--- config.mk ---
export PLATFORM = sky130hd
export DESIGN_NAME = led_pwm_engine
export DESIGN_NICKNAME = d
export VERILOG_FILES = /design/src/rtl/led_pwm_pkg.sv /design/src/rtl/led_tick_gen.sv /design/src/rtl/led_ind_pwm.sv /design/src/rtl/led_group_timebase.sv /design/src/rtl/led_out_stage.sv /design/src/rtl/led_pwm_engine.sv
export SDC_FILE = /design/constraint.sdc
export NUM_CORES = 1
export LEC_CHECK = 0
export BUFFER_PORTS_ARGS = -buffer_cell sky130_fd_sc_hd__clkbuf_2
export CAP_MARGIN = 20
export CORE_UTILIZATION = 50
export DETAILED_ROUTE_END_ITERATION = 8
export PLACE_DENSITY = 0.7
export SKIP_CTS_REPAIR_TIMING = 1
export SYNTH_ARGS = -nofsm -noshare
export SYNTH_HDL_FRONTEND = slang
export SYNTH_SLANG_ARGS = --single-unit
--- constraint.sdc ---
create_clock -name clk -period 4.1 [get_ports clk]
set_input_delay 0.615 -clock clk [delete_from_list [all_inputs] [get_ports clk]]
set_output_delay 0.615 -clock clk [all_outputs]
set_load 0.01 [all_outputs]
--- src/rtl/led_pwm_pkg.sv ---
package led_pwm_pkg;
  typedef enum logic [1:0] {
    CH_OFF  = 2'b00,
    CH_FULL = 2'b01,
    CH_IND  = 2'b10,
    CH_GRP  = 2'b11
  } ch_mode_e;

  typedef enum logic [1:0] {
    DIS_LOW  = 2'b00,
    DIS_HIGH = 2'b01,
    DIS_HIZ  = 2'b10,
    DIS_RSVD = 2'b11
  } dis_sel_e;
endpackage

--- src/rtl/led_tick_gen.sv ---
module led_tick_gen #(
  parameter int unsigned DIV = 4
) (
  input  logic clk,
  input  logic rst_n,
  input  logic run,
  output logic tick
);
  localparam int unsigned CW = (DIV > 1) ? $clog2(DIV) : 1;
  localparam logic [CW-1:0] LAST = CW'(DIV - 1);

  logic [CW-1:0] cnt_q, cnt_d;

  always_comb begin
    cnt_d = cnt_q;
    if (run) begin
      if (cnt_q == LAST) cnt_d = '0;
      else               cnt_d = cnt_q + 1'b1;
    end
  end

  always_ff @(posedge clk or negedge rst_n) begin
    if (!rst_n) cnt_q <= '0;
    else        cnt_q <= cnt_d;
  end

  assign tick = run && (cnt_q == LAST);
endmodule

--- src/rtl/led_ind_pwm.sv ---
module led_ind_pwm #(
  parameter int unsigned NUM_CH  = 4,
  parameter int unsigned DUTY_W  = 8,
  parameter int unsigned IND_DIV = 1
) (
  input  logic                     clk,
  input  logic                     rst_n,
  input  logic                     run,
  input  logic [NUM_CH*DUTY_W-1:0] duty_flat,
  output logic [NUM_CH-1:0]        pwm_on
);
  logic              tick;
  logic [DUTY_W-1:0] cnt_q, cnt_d;
  logic              wrap;

  led_tick_gen #(.DIV(IND_DIV)) u_tick (
    .clk(clk), .rst_n(rst_n), .run(run), .tick(tick)
  );

  assign wrap = tick && (cnt_q == '1);

  always_comb begin
    cnt_d = cnt_q;
    if (tick) cnt_d = cnt_q + 1'b1;
  end

  always_ff @(posedge clk or negedge rst_n) begin
    if (!rst_n) cnt_q <= '0;
    else        cnt_q <= cnt_d;
  end

  for (genvar i = 0; i < NUM_CH; i++) begin : g_ch
    logic [DUTY_W-1:0] duty_q, duty_d;

    always_comb begin
      duty_d = duty_q;
      if (wrap) duty_d = duty_flat[i*DUTY_W +: DUTY_W];
    end

    always_ff @(posedge clk or negedge rst_n) begin
      if (!rst_n) duty_q <= '0;
      else        duty_q <= duty_d;
    end

    assign pwm_on[i] = (cnt_q < duty_q);
  end
endmodule

--- src/rtl/led_group_timebase.sv ---
module led_group_timebase #(
  parameter int unsigned DUTY_W    = 8,
  parameter int unsigned DIM_DIV   = 512,
  parameter int unsigned BLINK_DIV = 4096
) (
  input  logic              clk,
  input  logic              rst_n,
  input  logic              run,
  input  logic [DUTY_W-1:0] grp_duty,
  input  logic [DUTY_W-1:0] grp_period,
  input  logic              blink_mode,
  output logic              grp_on
);
  logic              dim_tick, blink_tick;
  logic [DUTY_W-1:0] cnt_q, cnt_d;
  logic [DUTY_W-1:0] step_q, step_d;
  logic [DUTY_W-1:0] duty_q, duty_d;
  logic [DUTY_W-1:0] period_q, period_d;
  logic              mode_q, mode_d;
  logic              blink_step, grp_step, wrap;

  led_tick_gen #(.DIV(DIM_DIV)) u_dim_tick (
    .clk(clk), .rst_n(rst_n), .run(run), .tick(dim_tick)
  );

  led_tick_gen #(.DIV(BLINK_DIV)) u_blink_tick (
    .clk(clk), .rst_n(rst_n), .run(run), .tick(blink_tick)
  );

  assign blink_step = blink_tick && (step_q == period_q);
  assign grp_step   = mode_q ? blink_step : dim_tick;
  assign wrap       = grp_step && (cnt_q == '1);

  always_comb begin
    cnt_d    = cnt_q;
    step_d   = step_q;
    duty_d   = duty_q;
    period_d = period_q;
    mode_d   = mode_q;
    if (blink_tick) begin
      if (step_q == period_q) step_d = '0;
      else                    step_d = step_q + 1'b1;
    end
    if (grp_step) cnt_d = cnt_q + 1'b1;
    if (wrap) begin
      duty_d   = grp_duty;
      period_d = grp_period;
      mode_d   = blink_mode;
      step_d   = '0;
    end
  end

  always_ff @(posedge clk or negedge rst_n) begin
    if (!rst_n) begin
      cnt_q    <= '0;
      step_q   <= '0;
      duty_q   <= '1;
      period_q <= '0;
      mode_q   <= 1'b0;
    end else begin
      cnt_q    <= cnt_d;
      step_q   <= step_d;
      duty_q   <= duty_d;
      period_q <= period_d;
      mode_q   <= mode_d;
    end
  end

  assign grp_on = (cnt_q < duty_q);
endmodule

--- src/rtl/led_out_stage.sv ---
module led_out_stage
  import led_pwm_pkg::*;
#(
  parameter int unsigned NUM_CH = 4
) (
  input  logic                clk,
  input  logic                rst_n,
  input  logic                run,
  input  logic [2*NUM_CH-1:0] mode_flat,
  input  logic [NUM_CH-1:0]   pwm_on,
  input  logic                grp_on,
  input  logic                invert,
  input  logic                drv_totem,
  input  logic                oe_n,
  input  logic [1:0]          dis_sel,
  output logic [NUM_CH-1:0]   led_level,
  output logic [NUM_CH-1:0]   led_oe
);
  dis_sel_e sel;
  assign sel = dis_sel_e'(dis_sel);

  for (genvar i = 0; i < NUM_CH; i++) begin : g_ch
    ch_mode_e m;
    logic     lit;
    logic     level_d, level_q;

    assign m = ch_mode_e'(mode_flat[2*i +: 2]);

    always_comb begin
      unique case (m)
        CH_OFF:  lit = 1'b0;
        CH_FULL: lit = 1'b1;
        CH_IND:  lit = pwm_on[i];
        CH_GRP:  lit = pwm_on[i] & grp_on;
        default: lit = 1'b0;
      endcase
      level_d = level_q;
      if (run) level_d = invert ? lit : ~lit;
    end

    always_ff @(posedge clk or negedge rst_n) begin
      if (!rst_n) level_q <= 1'b1;
      else        level_q <= level_d;
    end

    always_comb begin
      if (!oe_n) begin
        led_level[i] = level_q;
        led_oe[i]    = drv_totem | ~level_q;
      end else begin
        unique case (sel)
          DIS_LOW: begin
            led_level[i] = 1'b0;
            led_oe[i]    = 1'b1;
          end
          DIS_HIGH: begin
            led_level[i] = 1'b1;
            led_oe[i]    = drv_totem;
          end
          default: begin
            led_level[i] = 1'b0;
            led_oe[i]    = 1'b0;
          end
        endcase
      end
    end
  end
endmodule

--- src/rtl/led_pwm_engine.sv ---
module led_pwm_engine #(
  parameter int unsigned NUM_CH    = 4,
  parameter int unsigned IND_DIV   = 1,
  parameter int unsigned DIM_DIV   = 512,
  parameter int unsigned BLINK_DIV = 4096
) (
  input  logic                  clk,
  input  logic                  rst_n,
  input  logic [NUM_CH*8-1:0]   ind_duty,
  input  logic [7:0]            grp_duty,
  input  logic [7:0]            grp_period,
  input  logic                  blink_mode,
  input  logic [NUM_CH*2-1:0]   chan_mode,
  input  logic                  invert,
  input  logic                  drv_totem,
  input  logic                  sleep,
  input  logic                  oe_n,
  input  logic [1:0]            dis_sel,
  output logic [NUM_CH-1:0]     led_level,
  output logic [NUM_CH-1:0]     led_oe
);
  localparam int unsigned DUTY_W = 8;

  logic [1:0]        rst_sync_q;
  logic              rst_int_n;
  logic              run;
  logic [NUM_CH-1:0] pwm_on;
  logic              grp_on;

  always_ff @(posedge clk or negedge rst_n) begin
    if (!rst_n) rst_sync_q <= 2'b00;
    else        rst_sync_q <= {rst_sync_q[0], 1'b1};
  end
  assign rst_int_n = rst_sync_q[1];

  assign run = ~sleep;

  led_ind_pwm #(.NUM_CH(NUM_CH), .DUTY_W(DUTY_W), .IND_DIV(IND_DIV)) u_ind (
    .clk(clk), .rst_n(rst_int_n), .run(run),
    .duty_flat(ind_duty), .pwm_on(pwm_on)
  );

  led_group_timebase #(.DUTY_W(DUTY_W), .DIM_DIV(DIM_DIV), .BLINK_DIV(BLINK_DIV)) u_grp (
    .clk(clk), .rst_n(rst_int_n), .run(run),
    .grp_duty(grp_duty), .grp_period(grp_period), .blink_mode(blink_mode),
    .grp_on(grp_on)
  );

  led_out_stage #(.NUM_CH(NUM_CH)) u_out (
    .clk(clk), .rst_n(rst_int_n), .run(run),
    .mode_flat(chan_mode), .pwm_on(pwm_on), .grp_on(grp_on),
    .invert(invert), .drv_totem(drv_totem),
    .oe_n(oe_n), .dis_sel(dis_sel),
    .led_level(led_level), .led_oe(led_oe)
  );
endmodule

* Yosys cells after proc, flatten, opt, wreduce, memory -nomap -nowiden
Cells that the tools add are included.
** Storage, ports and cells
- Register bits after elaboration :: 101
- Input port bits :: 65
- Output and inout port bits :: 8
- Logic and storage cells :: 102
** Cells by class
- Add/sub/neg operators :: 6
- Order comparisons :: 5
- Equality and inequality tests :: 18
- Mux-type cells :: 25
- Bitwise gates (word level) :: 18
- Reduce and logical (&&, ||, !) cells :: 12
** Operator list (number)
- $lt 8x8->1 :: 5
- $add 8x1->8 const B :: 3
- $mux 8 :: 3
- $eq 2x2->1 const B :: 8
- $eq 8x8->1 const B :: 2
- $pmux 1 s4 :: 4
- $mux 1 :: 15
- $add 12x1->12 const B :: 1
- $eq 12x12->1 const B :: 1
- $mux 12 :: 1
- $eq 2x1->1 const B :: 5
- $logic_not 2->1 :: 5
- $not 1->1 :: 10
- $add 9x1->9 const B :: 1
- $eq 9x9->1 const B :: 1
- $mux 9 :: 1
- $eq 8x8->1 :: 1
- $logic_and 1x1->1 :: 6
- $and 1x1->1 :: 4
- $or 1x1->1 :: 4
- $pmux 1 s2 :: 1
- $reduce_bool 2->1 :: 1
- $add 1x1->1 const B :: 1

* Logic depth before layout (Yosys ltp)
- Word-level depth :: 6
- Mapped depth :: 11

* Hierarchy
Synthesis repeated with hierarchy kept, for this count alone.
** Second synthesis, totals
- Cells, all modules :: 526
- Area, all modules :: 5661.7 um^2
** By module, submodules not included
- led_ind_pwm :: times used 1, cells each 199, area an instance 2245.9 um^2
- led_group_timebase :: times used 1, cells each 156, area an instance 1790.5 um^2
- led_tick_gen (u_grp.u_blink_tick) :: times used 1, cells each 59, area an instance 651.9 um^2
- led_tick_gen (u_grp.u_dim_tick) :: times used 1, cells each 48, area an instance 483.0 um^2
- led_out_stage :: times used 1, cells each 59, area an instance 425.4 um^2
- led_pwm_engine :: times used 1, cells each 4, area an instance 57.6 um^2
- led_tick_gen (u_ind.u_tick) :: times used 1, cells each 1, area an instance 7.5 um^2

* Worst setup path before layout
Ideal clock, no wire load.
- Kind :: register to register
- From :: register u_grp.u_dim_tick.cnt_q[0]
- To :: register u_grp.period_q[2]
- Arrival :: 2.366 ns
- Path slack :: 1.607 ns
- Cell stages (with the launch flop) :: 12
- Path buffers :: 2
- Clock period less this slack :: 2.493 ns
- Cell sequence :: dfrtp_1 ha_1 nand3_1 nor2_1 and3_1 ha_1 nor2b_1 nand2b_1 clkbuf_1 a211o_1 buf_6 mux2_1
** On the way
- Cells in the longest elaborated chain, start to end :: 4
** Ends and longest elaborated chain
- start, declared :: RTL line led_tick_gen.sv:12 : logic [CW-1:0] cnt_q, cnt_d;
- start signal, assigned :: RTL line led_tick_gen.sv:24 : else cnt_q <= cnt_d;
- $eq 9x9->1 :: RTL line led_tick_gen.sv:27 : assign tick = run && (cnt_q == LAST);
- $logic_and 1x1->1 :: RTL line led_tick_gen.sv:27
- $mux 1 :: RTL line led_group_timebase.sv:31 : assign grp_step = mode_q ? blink_step : dim_tick;
- $logic_and 1x1->1 :: RTL line led_group_timebase.sv:32 : assign wrap = grp_step && (cnt_q == '1);
- end signal, assigned :: RTL line led_group_timebase.sv:64 : period_q <= period_d;
- end, declared :: RTL line led_group_timebase.sv:18 : logic [DUTY_W-1:0] period_q, period_d;
No other way between the ends.
A chain may end at the register's enable or synchronous reset.

* Final worst setup path
Same ends and word-level chain as after synthesis.

==> results.py <==
metrics = {
    "outcome": {
        "status": "finished, final reports clean",
    },
    "layout": {
        "diodes": 0,
        "layout_commonest_cell": "dfrtp_1",
        "drive_gt1_share_pct": 27.4,
        "final_cell_mix": "87 x dfrtp_1, 72 x clkbuf_2, 41 x inv_1, 41 x ha_1",
        "areaGrowthSynthToFinish_pct": 12.8,
        "utilization_pct": 59.0,
        "final_nets": 681,
        "fin_area_um2": 6200,
    },
    "setup_path": {
        "crit_arrival_ns": 3.42,
        "required_ns": 4.36,
        "cp-start-kind": "register",
        "crit_path_end_kind": "register",
        "crit_path_max_fanout": 20,
        "crit_type": "reg2reg",
        "slowest_stage": "a211o_1",
        "slowest_delay_ns": 0.70,
        "crit_chain": "ha_1, nand3_1, nor2_1, and3_1, ha_1, nor2b_1, nand2b_1, a211o_1, mux2_1",
        "crit_top_cell": "ha_1",
    },
    "synth": {
        "async_flop_share_pct": 100,
        "synth_cell_types": 46,
        "synth-edff-count": 0,
        "synth_ff_type": "dfrtp_1",
        "ys_seq_area_share_pct": 45.8,
        "postSynthAreaPerCell_um2": 11.0,
        "synth-seq-cells": 100,
        "synth_area_um2": 5500,
        "syn_inst": 499,
        "yosysWarnings": 0,
        "synth_fp_nets": 605,
    },
    "placed_design": {
        "place_area_um2": 6000,
        "gp_congestion": 0.824,
        "numPortBuffers": 72,
        "pre_cts_ws_ns": 0.961,
        "hpwl_mm": 8.14,
    },
    "route": {
        "drt-pass1-iter-count": 4,
        "detail_route.wirelength_mm": 10.8,
        "vias": 3906,
        "drc_errors": 0,
        "wl_per_cell_um": 15.1,
        "viasPerCell": 5.46,
        "drt-initial-drc-count": 126,
        "drtAntennaViolNets": 0,
    },
    "cts": {
        "clk_latency_ns": 0.37,
        "clkSinkCount": 100,
        "path_clk_slew_ns": 0.09,
        "cts_tree": "built",
        "cts_buffers": 9,
        "htreeDepth": 3,
        "cts_buffer_depth": 2,
        "root_buffer": "clkbuf_8",
    },
    "floorplan": {
        "dieArea_um2": 11400,
        "design.core.area_um2": 10500,
        "fp.dieW_um": 107,
        "rows": 37,
        "start_util_pct": 52.3,
        "num_io_pins": 73,
        "die_h_um": 107,
    },
    "timing": {
        "fmax_ghz": 0.317,
        "finalSetupViolCount": 0,
        "finalClockSkew_ns": 0.0103,
        "whs_ns": 0.355,
        "rsz0062_at_grt": "false",
        "hold_violations": 0,
        "drv_slew": 0,
        "min_period_ns": 3.16,
        "relSlewSlack_pct": 32.0,
        "worst_slew_pin_slew_ns": 1.02,
        "tns_ns": 0,
        "fin_ws_ns": 0.945,
        "min_period_over_period_pct": 77.0,
    },
    "global_routing": {
        "grt_pass1_vias": 3929,
        "globalRouteTotalUtil_pct": 20.7,
        "grt_antenna_before_repair": 0,
        "grt_start_max_net_pins": 64,
        "grt_pass1_wl_mm": 18.4,
        "grt_overflow": 0,
    },
    "power_and_ir_drop": {
        "seq_power_share_pct": 51.5,
        "swShare_pct": 31.5,
        "vdd_drop_max_mv": 0.323,
        "intPower_mw": 1.69,
        "power_switching_uw": 776,
        "powerDensity_nw_per_um2": 398,
        "p_leak_nw": 3.03,
        "clkPwrFrac_pct": 25.4,
        "combPwrFrac_pct": 23.1,
    },
    "worst_hold_path": {
        "hp-class": "reg2reg",
    },
    "job": {
        "drv_cap": 0,
    },
}
[layer usage]
layer,vias to the layer above,wire [um],GRT usage (%)
met5,-,0,0
met1,1890,5070,26.9
li1,1910,-,-
met2,93,5090,33.6
met4,0,156,6.65
met3,13,535,5.65
[critical path, delay by kind of cell, from the launching register on]
| kind | cells | cell delay, ns |
|---|---|---|
| adder cells (fa/ha/maj) | 2 | 0.46 |
| AND/OR/NAND/NOR | 5 | 1.00 |
| flip-flops | 1 | 0.40 |
| AO/OA/AOI/OAI | 1 | 0.70 |
| multiplexers | 1 | 0.48 |
[path summary, 6_finish.rpt]
| path | start | end | slack (ns) | depth (start not counted) |
|---|---|---|---|---|
| max in group asynchronous | rst_sync_q[1] | u_grp.duty_q[1] | 2.67 | 1 |
| max | u_grp.u_dim_tick.cnt_q[0] | u_grp.period_q[2] | 0.94 | 9 |
| min reg2reg | rst_sync_q[0] | rst_sync_q[1] | 0.36 | 0 |
| min in group asynchronous | rst_sync_q[1] | u_ind.g_ch[1].duty_q[0] | 0.43 | 0 |
| max reg2reg | u_grp.u_dim_tick.cnt_q[0] | u_grp.period_q[2] | 0.94 | 9 |
| min | rst_sync_q[0] | rst_sync_q[1] | 0.36 | 0 |
[sequential cells by signal, indices dropped and copies added (netlist names), 8 cells and up]
name / cells
u_ind.g_ch.duty_q: 32
u_grp.u_blink_tick.cnt_q: 12
u_grp.u_dim_tick.cnt_q: 9
u_grp.cnt_q: 8
u_grp.duty_q: 8
u_grp.period_q: 8
u_grp.step_q: 8
u_ind.cnt_q: 8
[per-stage QoR]
stage / instances / total power, mW
after CTS: 715 / 2.49
after detailed placement: 699 / 1.86
after floorplan: 499 / 1.65
final: 716 / 2.47
after global placement: 699 / 1.81
after global routing: 716 / 2.63
[Yosys cell counts (2+ instances only)]
cell type,instances,area share [%]
nor2b_1,3,0.34
or2_2,2,0.23
buf_6,2,0.41
mux2_2,35,7.2
nor3_1,7,0.64
clkbuf_1,10,0.68
or3_1,2,0.23
o2111a_1,4,0.82
mux2_4,15,4.1
a2111oi_0,3,0.48
a221oi_1,4,0.64
a31oi_1,4,0.46
o22ai_1,4,0.46
nor4_2,2,0.46
and3_1,5,0.57
xnor2_1,17,2.7
ha_1,41,9.3
a211oi_1,5,0.68
nand4_2,2,0.46
a21oi_1,15,1.4
dfstp_2,12,5.7
mux2_1,2,0.41
nand2_1,35,2.4
nor3b_1,8,1.1
xor2_1,22,3.5
a21boi_1,3,0.41
nand3_1,17,1.5
nand4b_1,6,0.96
mux2i_1,2,0.36
a21o_1,5,0.68
inv_1,41,2.8
nand4_1,8,0.91
nor2_1,23,1.6
dfrtp_1,88,40
o21ai_0,16,1.5
o211ai_1,4,0.55
nand2b_1,16,1.8
[final cells by class]
type	count	area, um^2
Clock buffer	14	153
Clock inverter	2	35.0
Fill cell	888	4310
Inverter	41	154
Multi-Input combinational cell	346	2770
Sequential cell	100	2520
Tap cell	136	170
Timing Repair Buffer	77	400
[power groups by stage]
stage / sequential, mW / combinational, mW / clock (mW)
final: 1.27 / 0.570 / 0.626
after global routing: 1.29 / 0.656 / 0.682
after CTS: 1.27 / 0.573 / 0.645
after detailed placement: 1.29 / 0.571 / 0
after global placement: 1.28 / 0.531 / 0
after floorplan: 1.23 / 0.419 / 0
[kinds of logic (layout without fill, tap and decap cells)]
group | after synthesis | after routing | share of synthesized area (%)
multiplexers | 54 | 54 | 12.0
AND/OR/NAND/NOR | 140 | 140 | 14.0
other | 1 | 1 | 0.0682
flip-flops | 100 | 100 | 45.8
XOR/XNOR | 39 | 39 | 6.21
adder cells (fa/ha/maj) | 41 | 41 | 9.33
AO/OA/AOI/OAI | 71 | 71 | 8.63
buffers and inverters | 53 | 134 | 3.89
Note: power is estimated with default switching activity, not from simulation.
